File: src/rtl/dma_chan_pkg.sv
`timescale 1ns/1ps
package dma_chan_pkg;

  typedef enum logic [1:0] {
    SZ_BYTE = 2'd0,
    SZ_WORD = 2'd1,
    SZ_LONG = 2'd2,
    SZ_LINE = 2'd3
  } xsize_e;

  typedef enum logic [2:0] {
    ST_IDLE = 3'd0,
    ST_HOLD = 3'd1,
    ST_ARB  = 3'd2,
    ST_RD   = 3'd3,
    ST_WR   = 3'd4
  } seq_st_e;

  // control word bits [8:1]; bit 0 is the start strobe and is not stored
  typedef struct packed {
    logic   single;
    xsize_e dsz;
    xsize_e ssz;
    logic   dinc;
    logic   sinc;
    logic   ext_en;
  } ctl_t;

  localparam logic [2:0] SEL_SRC  = 3'd0;
  localparam logic [2:0] SEL_DST  = 3'd1;
  localparam logic [2:0] SEL_CNT  = 3'd2;
  localparam logic [2:0] SEL_CTL  = 3'd3;
  localparam logic [2:0] SEL_STAT = 3'd4;

  function automatic logic [4:0] size_bytes(input xsize_e s);
    case (s)
      SZ_BYTE: size_bytes = 5'd1;
      SZ_WORD: size_bytes = 5'd2;
      SZ_LONG: size_bytes = 5'd4;
      default: size_bytes = 5'd16;
    endcase
  endfunction

  // remaining count after one transfer, saturating at zero
  function automatic logic [31:0] cnt_next(input logic [31:0] c, input logic [4:0] step);
    if (c > {27'd0, step}) cnt_next = c - {27'd0, step};
    else                   cnt_next = 32'd0;
  endfunction

endpackage

File: src/rtl/dma_addr_step.sv
`timescale 1ns/1ps
module dma_addr_step
  import dma_chan_pkg::*;
#(
  parameter int AW = 32,
  parameter int DW = 32
) (
  input  logic          clk,
  input  logic          rst_n,
  input  logic          load,
  input  logic [DW-1:0] load_val,
  input  logic          adv,
  input  logic          inc_en,
  input  xsize_e        sz,
  output logic [AW-1:0] addr
);

  logic [AW-1:0] stride;

  always_comb stride = AW'(size_bytes(sz));

  always_ff @(posedge clk) begin
    if (!rst_n)             addr <= '0;
    else if (load)          addr <= load_val[AW-1:0];
    else if (adv && inc_en) addr <= addr + stride;
  end

endmodule

File: src/rtl/dma_chan_regs.sv
`timescale 1ns/1ps
module dma_chan_regs
  import dma_chan_pkg::*;
#(
  parameter int AW = 32,
  parameter int CW = 24,
  parameter int DW = 32
) (
  input  logic          clk,
  input  logic          rst_n,
  input  logic          wr_en,
  input  logic [2:0]    wr_sel,
  input  logic [DW-1:0] wr_data,
  input  logic          xfer_done,
  input  logic          abort,
  output logic [AW-1:0] src_q,
  output logic [AW-1:0] dst_q,
  output logic [CW-1:0] cnt_q,
  output ctl_t          ctl_q,
  output logic          done_q,
  output logic          last_xfer,
  output logic          cnt_nz
);

  localparam int NSIDE = 2;

  logic [4:0]           step;
  logic [CW-1:0]        cnt_after;
  logic [NSIDE-1:0][AW-1:0] addr_v;

  always_comb begin
    step      = ctl_q.single ? size_bytes(ctl_q.ssz) : size_bytes(ctl_q.dsz);
    cnt_after = CW'(cnt_next(32'(cnt_q), step));
    last_xfer = (cnt_after == '0);
    cnt_nz    = (cnt_q != '0);
  end

  for (genvar g = 0; g < NSIDE; g++) begin : g_side
    logic   ld, adv, inc;
    xsize_e sz;
    always_comb begin
      ld  = wr_en && (wr_sel == ((g == 0) ? SEL_SRC : SEL_DST));
      inc = (g == 0) ? ctl_q.sinc : ctl_q.dinc;
      sz  = (g == 0) ? ctl_q.ssz : ctl_q.dsz;
      adv = xfer_done && ((g == 0) || !ctl_q.single);
    end
    dma_addr_step #(.AW(AW), .DW(DW)) u_step (
      .clk(clk), .rst_n(rst_n), .load(ld), .load_val(wr_data),
      .adv(adv), .inc_en(inc), .sz(sz), .addr(addr_v[g])
    );
  end

  assign src_q = addr_v[0];
  assign dst_q = addr_v[1];

  always_ff @(posedge clk) begin
    if (!rst_n) begin
      cnt_q  <= '0;
      ctl_q  <= '0;
      done_q <= 1'b0;
    end else begin
      if (wr_en && wr_sel == SEL_CNT) cnt_q <= wr_data[CW-1:0];
      else if (xfer_done)             cnt_q <= cnt_after;

      if (wr_en && wr_sel == SEL_CTL) ctl_q <= ctl_t'(wr_data[8:1]);

      if (abort)                          done_q <= 1'b0;
      else if (xfer_done && last_xfer)    done_q <= 1'b1;
    end
  end

endmodule

File: src/rtl/dma_chan_seq.sv
`timescale 1ns/1ps
module dma_chan_seq
  import dma_chan_pkg::*;
#(
  parameter int EXT_DLY = 3
) (
  input  logic    clk,
  input  logic    rst_n,
  input  logic    start_sw,
  input  logic    ext_en,
  input  logic    ext_req,
  input  logic    armed,
  input  logic    abort,
  input  logic    single,
  input  logic    last_xfer,
  input  logic    bus_gnt,
  input  logic    m_ready,
  output seq_st_e st_q,
  output logic    xfer_done,
  output logic    start_ext,
  output logic    busy,
  output logic    bus_req,
  output logic    m_valid,
  output logic    m_write
);

  localparam int DCW = (EXT_DLY < 2) ? 1 : $clog2(EXT_DLY);

  seq_st_e        st_d;
  logic [DCW-1:0] dcnt_q;
  logic           idle, go_sw, beat_ack;

  always_comb begin
    idle      = (st_q == ST_IDLE);
    go_sw     = idle && start_sw && armed && !abort;
    start_ext = idle && !go_sw && ext_en && ext_req && armed && !abort;
    busy      = !idle;
    bus_req   = (st_q == ST_ARB) || (st_q == ST_RD) || (st_q == ST_WR);
    m_valid   = (st_q == ST_RD) || (st_q == ST_WR);
    m_write   = (st_q == ST_WR);
    beat_ack  = m_valid && m_ready;
    xfer_done = beat_ack && !abort &&
                ((st_q == ST_WR) || ((st_q == ST_RD) && single));
  end

  always_comb begin
    st_d = st_q;
    case (st_q)
      ST_IDLE: if (go_sw) st_d = ST_ARB;
               else if (start_ext) st_d = ST_HOLD;
      ST_HOLD: if (dcnt_q == DCW'(EXT_DLY - 1)) st_d = ST_ARB;
      ST_ARB:  if (bus_gnt) st_d = ST_RD;
      ST_RD:   if (m_ready) st_d = single ? (last_xfer ? ST_IDLE : ST_RD) : ST_WR;
      ST_WR:   if (m_ready) st_d = last_xfer ? ST_IDLE : ST_RD;
      default: st_d = ST_IDLE;
    endcase
    if (abort) st_d = ST_IDLE;
  end

  always_ff @(posedge clk) begin
    if (!rst_n) begin
      st_q   <= ST_IDLE;
      dcnt_q <= '0;
    end else begin
      st_q   <= st_d;
      dcnt_q <= (st_q == ST_HOLD) ? dcnt_q + 1'b1 : '0;
    end
  end

endmodule

File: src/rtl/dma_xfer_chan.sv
`timescale 1ns/1ps
module dma_xfer_chan
  import dma_chan_pkg::*;
#(
  parameter int AW      = 32,
  parameter int CW      = 24,
  parameter int DW      = 32,
  parameter int EXT_DLY = 3
) (
  input  logic          clk,
  input  logic          rst_n,
  input  logic          wr_en,
  input  logic [2:0]    wr_sel,
  input  logic [DW-1:0] wr_data,
  input  logic          ext_req,
  output logic          bus_req,
  input  logic          bus_gnt,
  output logic          m_valid,
  output logic          m_write,
  output logic [AW-1:0] m_addr,
  output logic [1:0]    m_size,
  input  logic          m_ready,
  output logic [AW-1:0] src_addr,
  output logic [AW-1:0] dst_addr,
  output logic [CW-1:0] byte_cnt,
  output logic          busy,
  output logic          done
);

  ctl_t    ctl_q;
  seq_st_e st_q;
  logic    start_sw, abort_w, armed, last_xfer, cnt_nz;
  logic    xfer_done, start_ext;

  // named events used by the checker
  always_comb begin
    start_sw = wr_en && (wr_sel == SEL_CTL) && wr_data[0] && !wr_data[1];
    abort_w  = wr_en && (wr_sel == SEL_STAT) && wr_data[0];
    armed    = !done && cnt_nz;
  end

  dma_chan_regs #(.AW(AW), .CW(CW), .DW(DW)) u_regs (
    .clk(clk), .rst_n(rst_n), .wr_en(wr_en), .wr_sel(wr_sel), .wr_data(wr_data),
    .xfer_done(xfer_done), .abort(abort_w),
    .src_q(src_addr), .dst_q(dst_addr), .cnt_q(byte_cnt), .ctl_q(ctl_q),
    .done_q(done), .last_xfer(last_xfer), .cnt_nz(cnt_nz)
  );

  dma_chan_seq #(.EXT_DLY(EXT_DLY)) u_seq (
    .clk(clk), .rst_n(rst_n), .start_sw(start_sw), .ext_en(ctl_q.ext_en),
    .ext_req(ext_req), .armed(armed), .abort(abort_w), .single(ctl_q.single),
    .last_xfer(last_xfer), .bus_gnt(bus_gnt), .m_ready(m_ready), .st_q(st_q),
    .xfer_done(xfer_done), .start_ext(start_ext), .busy(busy), .bus_req(bus_req),
    .m_valid(m_valid), .m_write(m_write)
  );

  always_comb begin
    m_addr = m_write ? dst_addr : src_addr;
    m_size = m_write ? ctl_q.dsz : ctl_q.ssz;
  end

endmodule

File: config.mk
export PLATFORM = sky130hd
export DESIGN_NAME = dma_xfer_chan
export DESIGN_NICKNAME = d
export VERILOG_FILES = /design/src/rtl/dma_chan_pkg.sv /design/src/rtl/dma_addr_step.sv /design/src/rtl/dma_chan_regs.sv /design/src/rtl/dma_chan_seq.sv /design/src/rtl/dma_xfer_chan.sv
export SDC_FILE = /design/constraint.sdc
export NUM_CORES = 1
export LEC_CHECK = 0
export BUFFER_PORTS_ARGS = -buffer_cell sky130_fd_sc_hd__buf_2
export CAP_MARGIN = 5
export CORE_MARGIN = 1.5
export CORE_UTILIZATION = 30
export DETAILED_ROUTE_END_ITERATION = 12
export PLACE_DENSITY = 0.51
export SKIP_LAST_GASP = 1
export SLEW_MARGIN = 10
export SYNTH_ARGS = -nofsm -noshare
export SYNTH_HDL_FRONTEND = slang
export SYNTH_SLANG_ARGS = --single-unit
File: constraint.sdc
create_clock -name clk -period 9.1 [get_ports clk]
set_input_delay 1.82 -clock clk [delete_from_list [all_inputs] [get_ports clk]]
set_output_delay 1.82 -clock clk [all_outputs]
set_load 0.02 [all_outputs]
# ---- Word-level counts from Yosys, hierarchy flattened
# Index checks and enable logic that the tools add are counted.
dict set report word_totals {
  input_bits 41
  reg_bits 102
  output_inout_bits 127
  elab_cells 104
}
dict set report classes {
  addsub 4
  reduce_logical 47
  bitwise_logic 1
  muxes 21
  order_cmp 1
  n_eq_ne 18
}
# op n
set ops {}
lappend ops {{$mux 32} 5}
lappend ops {{$mux 24} 3}
lappend ops {{$add 32x5->32} 2}
lappend ops {{$pmux 5 s3} 2}
lappend ops {{$logic_and 1x1->1} 25}
lappend ops {{$gt 24x5->1} 1}
lappend ops {{$logic_not 24->1} 1}
lappend ops {{$reduce_bool 24->1} 1}
lappend ops {{$sub 24x5->24} 1}
lappend ops {{$mux 3} 7}
lappend ops {{$pmux 3 s5} 1}
lappend ops {{$eq 3x2->1 const B} 4}
lappend ops {{$eq 2x2->1 const B} 3}
lappend ops {{$eq 3x1->1 const B} 2}
lappend ops {{$eq 3x3->1 const B} 2}
lappend ops {{$logic_not 1->1} 6}
lappend ops {{$logic_not 3->1} 2}
lappend ops {{$reduce_bool 2->1} 3}
lappend ops {{$mux 5} 1}
lappend ops {{$reduce_and 5->1} 1}
lappend ops {{$eq 2x1->1 const B} 2}
lappend ops {{$logic_not 2->1} 2}
lappend ops {{$logic_or 1x1->1} 4}
lappend ops {{$mux 2} 2}
lappend ops {{other kinds (7)} 9}

# ---- Longest topological paths before layout
# Gate-level depths: netlist (run 1).
dict set report depth {
  word_depth 16
  mapped_depth 15
  ltp_nobuf 13
}

# ---- By module
# Synthesis (run 1) repeated with hierarchy kept, for this count alone.
dict set report hier_totals {
  cells_unflattened 901
  area_unflattened_um2 7358.3
}
# module seq_area_each_um2 area_each_um2 cells_each instances
set modules_own_cells {}
lappend modules_own_cells {dma_chan_regs 660.6 2369.8 334 1}
lappend modules_own_cells {{dma_addr_step (u_regs.g_side[0].u_step)} 640.6 2028.2 239 1}
lappend modules_own_cells {{dma_addr_step (u_regs.g_side[1].u_step)} 640.6 1978.1 236 1}
lappend modules_own_cells {dma_xfer_chan 0.0 595.6 43 1}
lappend modules_own_cells {dma_chan_seq 100.1 386.6 49 1}

# ---- Worst setup path before layout (run 1)
# No wires, ideal clock.
dict set report synth_path {
  path_type {input -> register}
  startpoint {in wr_sel[0]}
  endpoint {reg u_regs.g_side[0].u_step.addr[27]}
  stages 10
  path_buffers 2
  required_time_ns 9.030
  path_slack_ns 5.325
  arrival_time_ns 3.705
  setup_ns 0.070
  cell_sequence {clkbuf_1 nand4b_1 o221a_2 nand2_1 nor4bb_1 buf_2 nand2_1 or3_1 xor2_1 a21oi_1}
}
dict set report synth_between {
  elab_chain_len 8
  elab_cells_between_ends 11
  cone_classes {eq/ne (1); mux (1); reduce/logical (9)}
}
# element line
set synth_rtl {}
lappend synth_rtl {{start, declared} dma_xfer_chan.sv:13} ;# input logic [2:0] wr_sel,
lappend synth_rtl {{$eq 3x3->1} dma_xfer_chan.sv:38} ;# abort_w = wr_en && (wr_sel == SEL_STAT) && wr_data[0];
lappend synth_rtl {{$logic_and 1x1->1 (2 in a row)} dma_xfer_chan.sv:38}
lappend synth_rtl {{$logic_not 1->1} dma_chan_seq.sv:42} ;# xfer_done = beat_ack && !abort &&
lappend synth_rtl {{$logic_and 1x1->1 (2 in a row)} dma_chan_seq.sv:42}
lappend synth_rtl {{$logic_and 1x1->1} dma_addr_step.sv:25} ;# else if (adv && inc_en) addr <= addr + stride;
lappend synth_rtl {{$reduce_bool 2->1 (no source line)} -}
lappend synth_rtl {{end signal, assigned} dma_addr_step.sv:24} ;# else if (load) addr <= load_val[AW-1:0];
lappend synth_rtl {{end signal, assigned} dma_addr_step.sv:25}
lappend synth_rtl {{end, declared} dma_addr_step.sv:15} ;# output logic [AW-1:0] addr
# Several ways; a longest one is shown, not always the timed one.
# A chain may end at the register's enable or synchronous reset.

# ---- Worst setup path in the final report (run 1)
dict set report layout_path {
  startpoint {reg u_regs.ctl_q[7] (netlist name)}
  endpoint {reg u_regs.cnt_q[5]}
}
dict set report layout_between {
  elab_chain_len 5
  elab_cells_between_ends 10
  cone_classes {add/sub (1); order compare (1); mux (4); reduce/logical (4)}
}
# element line
set layout_rtl {}
lappend layout_rtl {{$mux 5} dma_chan_regs.sv:32} ;# step = ctl_q.single ? size_bytes(ctl_q.ssz) : size_bytes(ctl_q.dsz);
lappend layout_rtl {{$sub 24x5->24 / $gt 24x5->1 (equally long branches)} dma_chan_pkg.sv:46} ;# if (c > {27'd0, step}) cnt_next = c - {27'd0, step};
lappend layout_rtl {{$mux 24} dma_chan_pkg.sv:46}
lappend layout_rtl {{$mux 24} dma_chan_regs.sv:63} ;# else if (xfer_done) cnt_q <= cnt_after;
lappend layout_rtl {{$mux 24} dma_chan_regs.sv:62} ;# if (wr_en && wr_sel == SEL_CNT) cnt_q <= wr_data[CW-1:0];
lappend layout_rtl {{end signal, assigned} dma_chan_regs.sv:62}
lappend layout_rtl {{end signal, assigned} dma_chan_regs.sv:63}
lappend layout_rtl {{end, declared} dma_chan_regs.sv:18} ;# output logic [CW-1:0] cnt_q,
# Several ways; a longest one is shown, not always the timed one. The select of a mux whose other input is x is not followed.

==> reports/metrics.csv, run 1 <==
stage;metric;value;unit
place;final HPWL from detailed placement;17440;um
finish;most common cell after layout, fill and taps aside;buf_2;
synthesis;Post-synth EDFFs;0;
place;IO buf count;167;
sta;worst rel slew slack;27.89;%
sta;final setup TNS;0;ns
finish;Filler Cell Count;2326;
clocking;hold_buf cts;0;
floorplanning;Initial Util;30.72;%
setup_path;CP Capture Type;flop;
flow_run;count of maximum capacitance violations;0;
route;vias per inst;5.215;
route;Post-route DRC;0;
outcome;status;complete, no violations;
route;WL final;23250;um
hold_path;HP Class;flop to flop;
route;DR vias;6779;
finish;Multi-input gate area;0.004135;mm2
floorplanning;Rows;53;
synthesis;Seq/Total Area, Yosys;31.52;%
power_and_ir_drop;Clock power frac;34.9;%
sta;Final Hold Slack;0.4142;ns
sta;unrepaired setup endpoints after global routing;no;
floorplanning;die footprint;0.02248;mm2
synthesis;Ys Warns;0;
synthesis;asr flop ratio synth;0;%
sta;Worst-Margin Slew;1.082;ns
clocking;Resized cells post-CTS;0;
route;DR iter-0 viols;498;
floorplanning;Boundary Pins;168;
place;Placer Congestion;0.8468;
finish;Reg area;0.002042;mm2
sta;max-slew violations;0;
setup_path;Setup crit start kind;flop;
clocking;postcts setup bufs;0;
synthesis;Post-Syn Nets;945;
clocking;clock sink total;102;
sta;final setup vio count;0;
setup_path;Critical Path AT;4.41;ns
grt;global-route wire length before repair;35600;um
synthesis;post-synthesis register bit count;102;
setup_path;crit-path max FO;22;
synthesis;post-synthesis cell area;0.006477;mm2
floorplanning;Die H;149.9;um
sta;Tmin final;4.198;ns
grt;GRT Util Overall;20.53;%
floorplanning;core outline area;0.02109;mm2
finish;layout net count;1075;
power_and_ir_drop;share of total power in sequential cells;45.8;%
power_and_ir_drop;Gate power share;19.3;%
clocking;Longest Clk Path Bufs;2;
sta;Hold Fails Final Rpt;0;
power_and_ir_drop;power per cell area;136.1;mW/mm2
power_and_ir_drop;Max IR drop VDD;0.00006663;V
synthesis;Distinct cells, synth;61;
grt;pin count of the biggest net entering global routing;63;
synthesis;most frequently used flop master after synthesis;dfxtp_1;
clocking;clk slew on worst S/H paths;0.07;ns
route;DRT antenna net count;0;
synthesis;Syn Area/Cell;7.294;um2
synthesis;Post-Synthesis Cells;888;
sta;maximum clock frequency;238.2;MHz
floorplanning;die width;149.9;um
finish;Area Growth Syn to Fin;19.97;%
sta;Setup Skew;0.01027;ns
grt;global route total overflow;0;
grt;initial antenna violation count;2;
sta;period utilization;46.13;%
finish;share of cells above drive strength 1;20.53;%
power_and_ir_drop;sw frac;31.98;%
power_and_ir_drop;Leakage;3.344;nW
clocking;CTS tree;built;
setup_path;Critical Path RT;9.31;ns
grt;vias in the first global route;6124;
setup_path;kind of critical path;flop to flop;
clocking;worst skew pair latency;0.36;ns
power_and_ir_drop;Psw;0.3383;mW
route;WL/cell;17.88;um
finish;most frequent cells in the layout;buf_2 (167), nand2_1 (164), dfxtp_1 (102);
power_and_ir_drop;Int Pwr;0.7194;mW
clocking;H-tree levels;3;
clocking;CTS buffer count;9;
clocking;Root Buffer;clkbuf_16;
route;first drt pass iteration count;5;
## cells by family after synthesis
group / after synthesis / synth area share (%)
xor+xnor: 65 / 8.789
flops: 102 / 31.52
simple gates: 389 / 27.87
fa+ha+maj: 16 / 3.438
mux: 9 / 1.410
compound gates: 229 / 22.18
buf+inv: 78 / 4.790
## critical path, cell delays in order, from the launching register on
cell and delay [ns]:
dfxtp_1 0.40, inv_1 0.16, mux2_2 0.29, ha_1 0.23, inv_1 0.08, fa_1 0.44
a211o_1 0.46, a21oi_1 0.28, o2111a_1 0.73, nor2_1 0.37, buf_4 0.28, a221oi_1 0.28
nor3_1 0.07
## sequential cells by signal, summed over array words and instances, names as in the netlist
register / flops
u_seq.st_q: 3
u_regs.g_side.sz: 4
u_regs.done_q: 1
u_regs.g_side.u_step.addr: 64
u_seq.dcnt_q: 2
u_regs.g_side.inc: 2
u_regs.cnt_q: 24
u_regs.ctl_q: 2
## final timing paths
check / start / to / slack [ns] / cells past startpoint
worst max register to register: u_regs.ctl_q[7] / u_regs.cnt_q[5] / 4.90 / 12
worst min register to register: u_seq.dcnt_q[0] / u_seq.dcnt_q[0] / 0.41 / 1
worst min-delay path: u_seq.dcnt_q[0] / u_seq.dcnt_q[0] / 0.41 / 1
worst max-delay path: u_regs.ctl_q[7] / u_regs.cnt_q[5] / 4.90 / 12
## cells in the mapped netlist, types with 7 or more instances
master / number / area (um2)
dfxtp_1: 102 / 2042
clkbuf_1: 42 / 157.7
a21oi_1: 62 / 310.3
a31oi_1: 14 / 87.58
mux2i_1: 8 / 80.08
nand2_1: 165 / 619.3
or3_1: 10 / 62.56
nor3_1: 20 / 100.1
nand3_1: 26 / 130.1
nor2_1: 87 / 326.6
ha_1: 13 / 162.7
nor4_1: 7 / 43.79
a211oi_1: 32 / 240.2
buf_2: 8 / 40.04
xnor2_1: 24 / 210.2
and3_1: 10 / 62.56
inv_1: 22 / 82.58
nand4_1: 16 / 100.1
xor2_1: 41 / 359.1
nor2b_1: 9 / 56.30
o21ai_0: 74 / 370.4
## routing by layer
metal	routed length, um	track usage (%)	part of all wire, %
met2	10100	30.02	43
met5	0	0	0
met1	11470	30.37	49
met3	1009	2.378	4.3
met4	665	7.941	2.9
## power by group through the flow
| stage | Combinational (mW) | Clock, mW | Sequential [mW] |
|---|---|---|---|
| finish | 0.204 | 0.369 | 0.485 |
| global route | 0.224 | 0.395 | 0.487 |
| CTS | 0.203 | 0.376 | 0.484 |
| detailed placement | 0.203 | 0 | 0.494 |
| global placement | 0.203 | 0 | 0.495 |
| floorplan | 0.122 | 0 | 0.503 |
## area by class of cell
class                      instances  area share [%]
clock inverter                     6          0.4830
tap                              275           4.428
inverter                          22           1.063
clock buffer                      10           2.946
antenna                            2         0.06440
sequential                       102           26.28
multi-input combinational        708           53.21
timing repair buffer             175           11.53
## metrics by stage
step	cells	instance area (um2)	utilization, %	worst slack, ns	power, mW
2_1_floorplan	888	6477	-	5.325	0.6253
3_3_place_gp	1282	7493	35.53	4.729	0.6977
3_5_place_dp	1282	7493	35.53	4.707	0.6972
4_1_cts	1298	7760	36.80	4.906	1.064
5_1_grt	1300	7771	36.85	4.571	1.106
6_report	1300	7771	36.85	4.902	1.058
(Power assumes the default switching activity.)
==> run 2, diff against run 1 <==
==> constraint.sdc (replaced) <==
create_clock -name clk -period 4.15 [get_ports clk]
set_input_delay 0.83 -clock clk [delete_from_list [all_inputs] [get_ports clk]]
set_output_delay 0.83 -clock clk [all_outputs]
set_load 0.02 [all_outputs]
==> run 2 against run 1 <==
Compared with the run above: worst setup slack got worse by 4.4 ns; sequential share of layout area decreased by 0.21 points; routed wire length increased by 0.74%; sequential cell count unchanged; hold slack got worse by 0.0023 ns; first-iteration DRC count decreased by 19%; final cell count increased by 0.31%; design area increased by 0.79%.
==> reports/metrics.csv, run 2 (same netlist as run 1, synthesis figures left out) <==
stage;metric;value;unit
clocking;H-tree levels;3;
grt;GRT Util Overall;20.85;%
power_and_ir_drop;Tot Pwr;2.402;mW
setup_path;crit-path max FO;8;
sta;unrepaired setup endpoints after global routing;no;
power_and_ir_drop;Clock power frac;37.1;%
clocking;postcts setup bufs;0;
setup_path;Critical Path AT;3.95;ns
power_and_ir_drop;Gate power share;18.7;%
finish;max reg flops;64;
route;DR iter-0 viols;404;
setup_path;kind of critical path;flop to flop;
clocking;CTS buffer count;9;
sta;final setup vio count;0;
floorplanning;core outline area;0.02109;mm2
clocking;clock sink total;102;
place;Placer Congestion;0.9036;
clocking;Root Buffer;clkbuf_16;
clocking;CTS tree;built;
floorplanning;Initial Util;30.72;%
floorplanning;die width;149.9;um
sta;Tmin final;3.677;ns
route;Post-route DRC;0;
power_and_ir_drop;Int Pwr;1.642;mW
place;IO buf count;167;
grt;pin count of the biggest net entering global routing;58;
floorplanning;Die H;149.9;um
sta;maximum clock frequency;272.0;MHz
route;WL/cell;17.96;um
sta;Hold Fails Final Rpt;0;
grt;vias in the first global route;6084;
finish;Top reg by flops;u_regs.g_side.u_step.addr;
finish;share of cells above drive strength 1;20.91;%
floorplanning;die footprint;0.02248;mm2
clocking;Resized cells post-CTS;0;
clocking;clk slew on worst S/H paths;0.08;ns
setup_path;Critical Path RT;4.43;ns
sta;worst rel slew slack;40.82;%
sta;Final WS setup;0.4732;ns
power_and_ir_drop;Leakage;3.377;nW
clocking;Longest Clk Path Bufs;2;
setup_path;Setup crit start kind;flop;
power_and_ir_drop;power per cell area;306.6;mW/mm2
place;final HPWL from detailed placement;17440;um
power_and_ir_drop;Max IR drop VDD;0.0002141;V
finish;layout net count;1080;
route;first drt pass iteration count;5;
power_and_ir_drop;Psw;0.7594;mW
sta;Worst-Margin Slew;0.8844;ns
sta;max-slew violations;0;
route;DRT antenna net count;0;
floorplanning;Rows;53;
grt;initial antenna violation count;1;
clocking;worst skew pair latency;0.36;ns
route;WL final;23420;um
place;Post-Place Setup Slack;0.5239;ns
sta;final setup TNS;0;ns
route;DR vias;6756;
sta;Setup Skew;0.008732;ns
setup_path;CP Capture Type;flop;
flow_run;count of maximum capacitance violations;0;
finish;most common cell after layout, fill and taps aside;buf_2;
power_and_ir_drop;sw frac;31.62;%
floorplanning;Boundary Pins;168;
hold_path;HP Class;flop to flop;
finish;Area Growth Syn to Fin;20.92;%
route;vias per inst;5.181;
sta;period utilization;88.60;%
finish;Filler Cell Count;2287;
outcome;status;complete, no violations;
finish;most frequent cells in the layout;buf_2 (167), nand2_1 (164), dfxtp_1 (102);
clocking;hold_buf cts;0;
grt;global route total overflow;0;
grt;global-route wire length before repair;35930;um
sta;Final Hold Slack;0.4120;ns
power_and_ir_drop;share of total power in sequential cells;44.1;%
[run 2: area by class of cell]
type | count | area, um2 | area share, %
diodes | 1 | 2.502 | 0.03195
clock buffers | 9 | 225.2 | 2.875
clock inverters | 7 | 73.82 | 0.9425
inverters | 22 | 82.58 | 1.054
multi-input cells | 708 | 4129 | 52.72
flip-flops and latches | 102 | 2042 | 26.07
well taps | 275 | 344.1 | 4.393
repair buffers | 180 | 933.4 | 11.92
[run 2: layer usage]
| layer | track usage, % | part of all wire [%] |
|---|---|---|
| met1 | 31.04 | 49 |
| met2 | 31.22 | 44 |
| met3 | 2.226 | 5.2 |
| met4 | 6.324 | 1.7 |
| met5 | 0 | 0 |
[run 2: metrics by stage]
stage / util [%] / area [um2] / cells
after floorplan: - / 6477 / 888
after global placement: 35.71 / 7531 / 1287
after detailed placement: 35.71 / 7531 / 1287
after CTS: 37.13 / 7830 / 1303
after global routing: 37.14 / 7833 / 1304
final: 37.14 / 7833 / 1304
[run 2: worst max-delay path, cell delays in order, from the launching register on]
cell,delay (ns)
dfxtp_1,0.40
inv_1,0.16
mux2_2,0.26
ha_1,0.23
inv_1,0.07
fa_1,0.43
a211o_1,0.44
a2111oi_4,0.59
nand3_2,0.16
xor2_1,0.18
nand3_2,0.07
o21bai_2,0.09
or2_2,0.30
a41oi_1,0.21
[run 2: power by group through the flow]
stage               combinational, mW  sequential [mW]  clock (mW)
floorplan                       0.267             1.10           0
global placement                0.449             1.08           0
detailed placement              0.446             1.08           0
CTS                             0.449             1.06       0.910
global route                    0.495             1.07       0.950
finish                          0.450             1.06       0.892
[run 2: worst paths after layout]
| path | slack, ns | startpoint | end | depth (start not counted) |
|---|---|---|---|---|
| worst max register to register | 0.47 | u_regs.ctl_q[7] | u_seq.st_q[1] | 13 |
| worst max-delay path | 0.47 | u_regs.ctl_q[7] | u_seq.st_q[1] | 13 |
| worst min-delay path | 0.41 | u_seq.dcnt_q[0] | u_seq.dcnt_q[0] | 1 |
| worst min register to register | 0.41 | u_seq.dcnt_q[0] | u_seq.dcnt_q[0] | 1 |
==> run 3, diff against run 2 <==
--- a/config.mk
+++ b/config.mk
@@ -8,9 +8,9 @@
 export BUFFER_PORTS_ARGS = -buffer_cell sky130_fd_sc_hd__buf_2
 export CAP_MARGIN = 5
 export CORE_MARGIN = 1.5
-export CORE_UTILIZATION = 30
+export CORE_UTILIZATION = 40
 export DETAILED_ROUTE_END_ITERATION = 12
-export PLACE_DENSITY = 0.51
+export PLACE_DENSITY = 0.64
 export SKIP_LAST_GASP = 1
 export SLEW_MARGIN = 10
 export SYNTH_ARGS = -nofsm -noshare
==> run 3 against run 2 <==
Compared with the run above: routed wire length is 9.0% lower; sequential cell count stayed put; clock-buffer cell count is 3 higher; global-route usage is 4.4 points higher; die area is 25% lower; non-clock buffer count is 3 lower; hold slack better by 0.0025 ns; sequential share of layout area is 0.31 points higher; via count is 2.7% higher; power is 0.44% lower; critical path depth stayed put; highest routed layer unchanged.
==> reports/metrics.csv, run 3 (same netlist as run 1, synthesis figures left out) <==
stage;metric;value;unit
route;DRT antenna net count;0;
grt;GRT Util Overall;25.21;%
grt;vias in the first global route;5902;
place;area post-placement;0.007435;mm2
sta;maximum clock frequency;273.4;MHz
floorplanning;Initial Util;40.92;%
sta;Hold Fails Final Rpt;0;
route;first drt pass iteration count;5;
setup_path;Critical Path AT;3.93;ns
sta;final setup TNS;0;ns
power_and_ir_drop;Tot Pwr;2.391;mW
setup_path;Critical Path RT;4.42;ns
clocking;Resized cells post-CTS;0;
route;WL/cell;17.14;um
sta;period utilization;88.12;%
grt;pin count of the biggest net entering global routing;63;
floorplanning;core outline area;0.01583;mm2
clocking;Root Buffer;clkbuf_16;
route;WL final;21310;um
clocking;CTS tree;built;
place;final HPWL from detailed placement;15830;um
finish;share of cells above drive strength 1;20.59;%
setup_path;worst r2r path cells;13;
clocking;worst skew pair latency;0.35;ns
clocking;Longest Clk Path Bufs;2;
route;Post-route DRC;0;
clocking;H-tree levels;3;
clocking;CTS buffer count;9;
finish;max reg flops;64;
power_and_ir_drop;power per cell area;308.9;mW/mm2
setup_path;reg2reg end;u_seq.st_q[0];
floorplanning;die footprint;0.01697;mm2
floorplanning;Boundary Pins;168;
power_and_ir_drop;Max IR drop VDD;0.0002178;V
clocking;postcts setup bufs;0;
clocking;clock sink total;102;
floorplanning;Die H;130.3;um
sta;max-slew violations;0;
place;IO buf count;167;
grt;global route total overflow;0;
place;Post-Place Setup Slack;0.5579;ns
finish;Top reg by flops;u_regs.g_side.u_step.addr;
flow_run;count of maximum capacitance violations;0;
sta;unrepaired setup endpoints after global routing;no;
grt;initial antenna violation count;1;
finish;Layout Utilization;48.91;%
sta;worst rel slew slack;27.35;%
hold_path;HP Class;flop to flop;
floorplanning;Rows;46;
sta;Setup Skew;0.005752;ns
grt;global-route wire length before repair;33110;um
setup_path;crit-path max FO;8;
finish;most frequent cells in the layout;buf_2 (167), nand2_1 (164), dfxtp_1 (102);
clocking;clk slew on worst S/H paths;0.07;ns
sta;Final WS setup;0.4930;ns
finish;Area Growth Syn to Fin;19.51;%
route;DR vias;6937;
hold_path;Hold Path Depth;1;
finish;most common cell after layout, fill and taps aside;buf_2;
floorplanning;die width;130.3;um
setup_path;FF-to-FF Start;u_regs.ctl_q[7];
setup_path;kind of critical path;flop to flop;
outcome;status;complete, no violations;
setup_path;CP Capture Type;flop;
hold_path;Hold Startpoint;u_seq.dcnt_q[0];
place;Placer Congestion;0.9500;
clocking;hold_buf cts;0;
route;vias per inst;5.581;
finish;finished layout cell area;0.007741;mm2
route;DR iter-0 viols;547;
setup_path;internal reg-to-reg setup slack;0.49;ns
hold_path;Hold EP;u_seq.dcnt_q[0];
sta;Tmin final;3.657;ns
setup_path;Setup crit start kind;flop;
power_and_ir_drop;Leakage;3.370;nW
finish;layout net count;1077;
sta;Worst-Margin Slew;1.086;ns
sta;final setup vio count;0;
==> run 3: changes by cell type in the layout (fill, tap and decap cells not counted), sizes merged <==
cell	previous run	this run
clkinvlp	1	0
inv	22	21
diode	1	2
clkinv	5	4
clkbuf	9	12
buf	180	177
==> run 3: final cells by class <==
cell class | instances | area (um2)
Antenna cell | 2 | 5.005
Sequential cell | 102 | 2042
Timing Repair Buffer | 177 | 910.9
Tap cell | 216 | 270.3
Clock buffer | 12 | 256.5
Multi-Input combinational cell | 708 | 4129
Clock inverter | 4 | 45.04
Fill cell | 1615 | 8087
Inverter | 22 | 82.58
==> run 3: report_power, final <==
group | internal (mW) | total, mW | switching [mW] | leakage, nW
Combinational | 0.161 | 0.447 | 0.285 | 2.39
Sequential | 1.01 | 1.06 | 0.0494 | 0.828
Clock | 0.499 | 0.884 | 0.386 | 0.152
==> run 3: worst max path at each step <==
stage / start / endpoint / slack (ns) / depth (start not counted)
finish: u_regs.ctl_q[7] / u_seq.st_q[0] / 0.49 / 13
global route: u_regs.ctl_q[7] / u_seq.st_q[0] / 0.18 / 13
CTS: u_regs.ctl_q[7] / u_seq.st_q[0] / 0.52 / 13
detailed placement: u_regs.ctl_q[7] / u_seq.st_q[0] / 0.56 / 13
global placement: u_regs.ctl_q[7] / u_seq.st_q[0] / 0.62 / 13
floorplan: u_regs.ctl_q[7] / u_seq.st_q[1] / 0.89 / 14
==> run 3: worst max-delay path, stage by stage, from the launching register on <==
cell       delay [ns]
dfxtp_1          0.40
inv_1            0.15
mux2_2           0.26
ha_1             0.21
inv_1            0.07
fa_1             0.43
a211o_1          0.44
a2111oi_4        0.61
nand3_2          0.16
xor2_1           0.17
nand3_2          0.07
o21bai_2         0.08
or3_1            0.33
a41oi_1          0.17
==> run 3: per-stage QoR <==
stage | std cells | hold WS (ns)
detailed placement | 1225 | 0.4081
finish | 1243 | 0.4144
global route | 1242 | 0.4414
global placement | 1225 | 0.4039
floorplan | 888 | 0.3912
CTS | 1241 | 0.4177
==> run 3: routing by layer <==
metal / global-route usage (%) / wire length, um / vias to the layer above
met3: 2.911 / 1441 / 34
met1: 37.04 / 9845 / 3197
met5: 0 / 0 / -
met4: 9.739 / 546 / 0
met2: 37.49 / 9477 / 297
li1: - / - / 3409
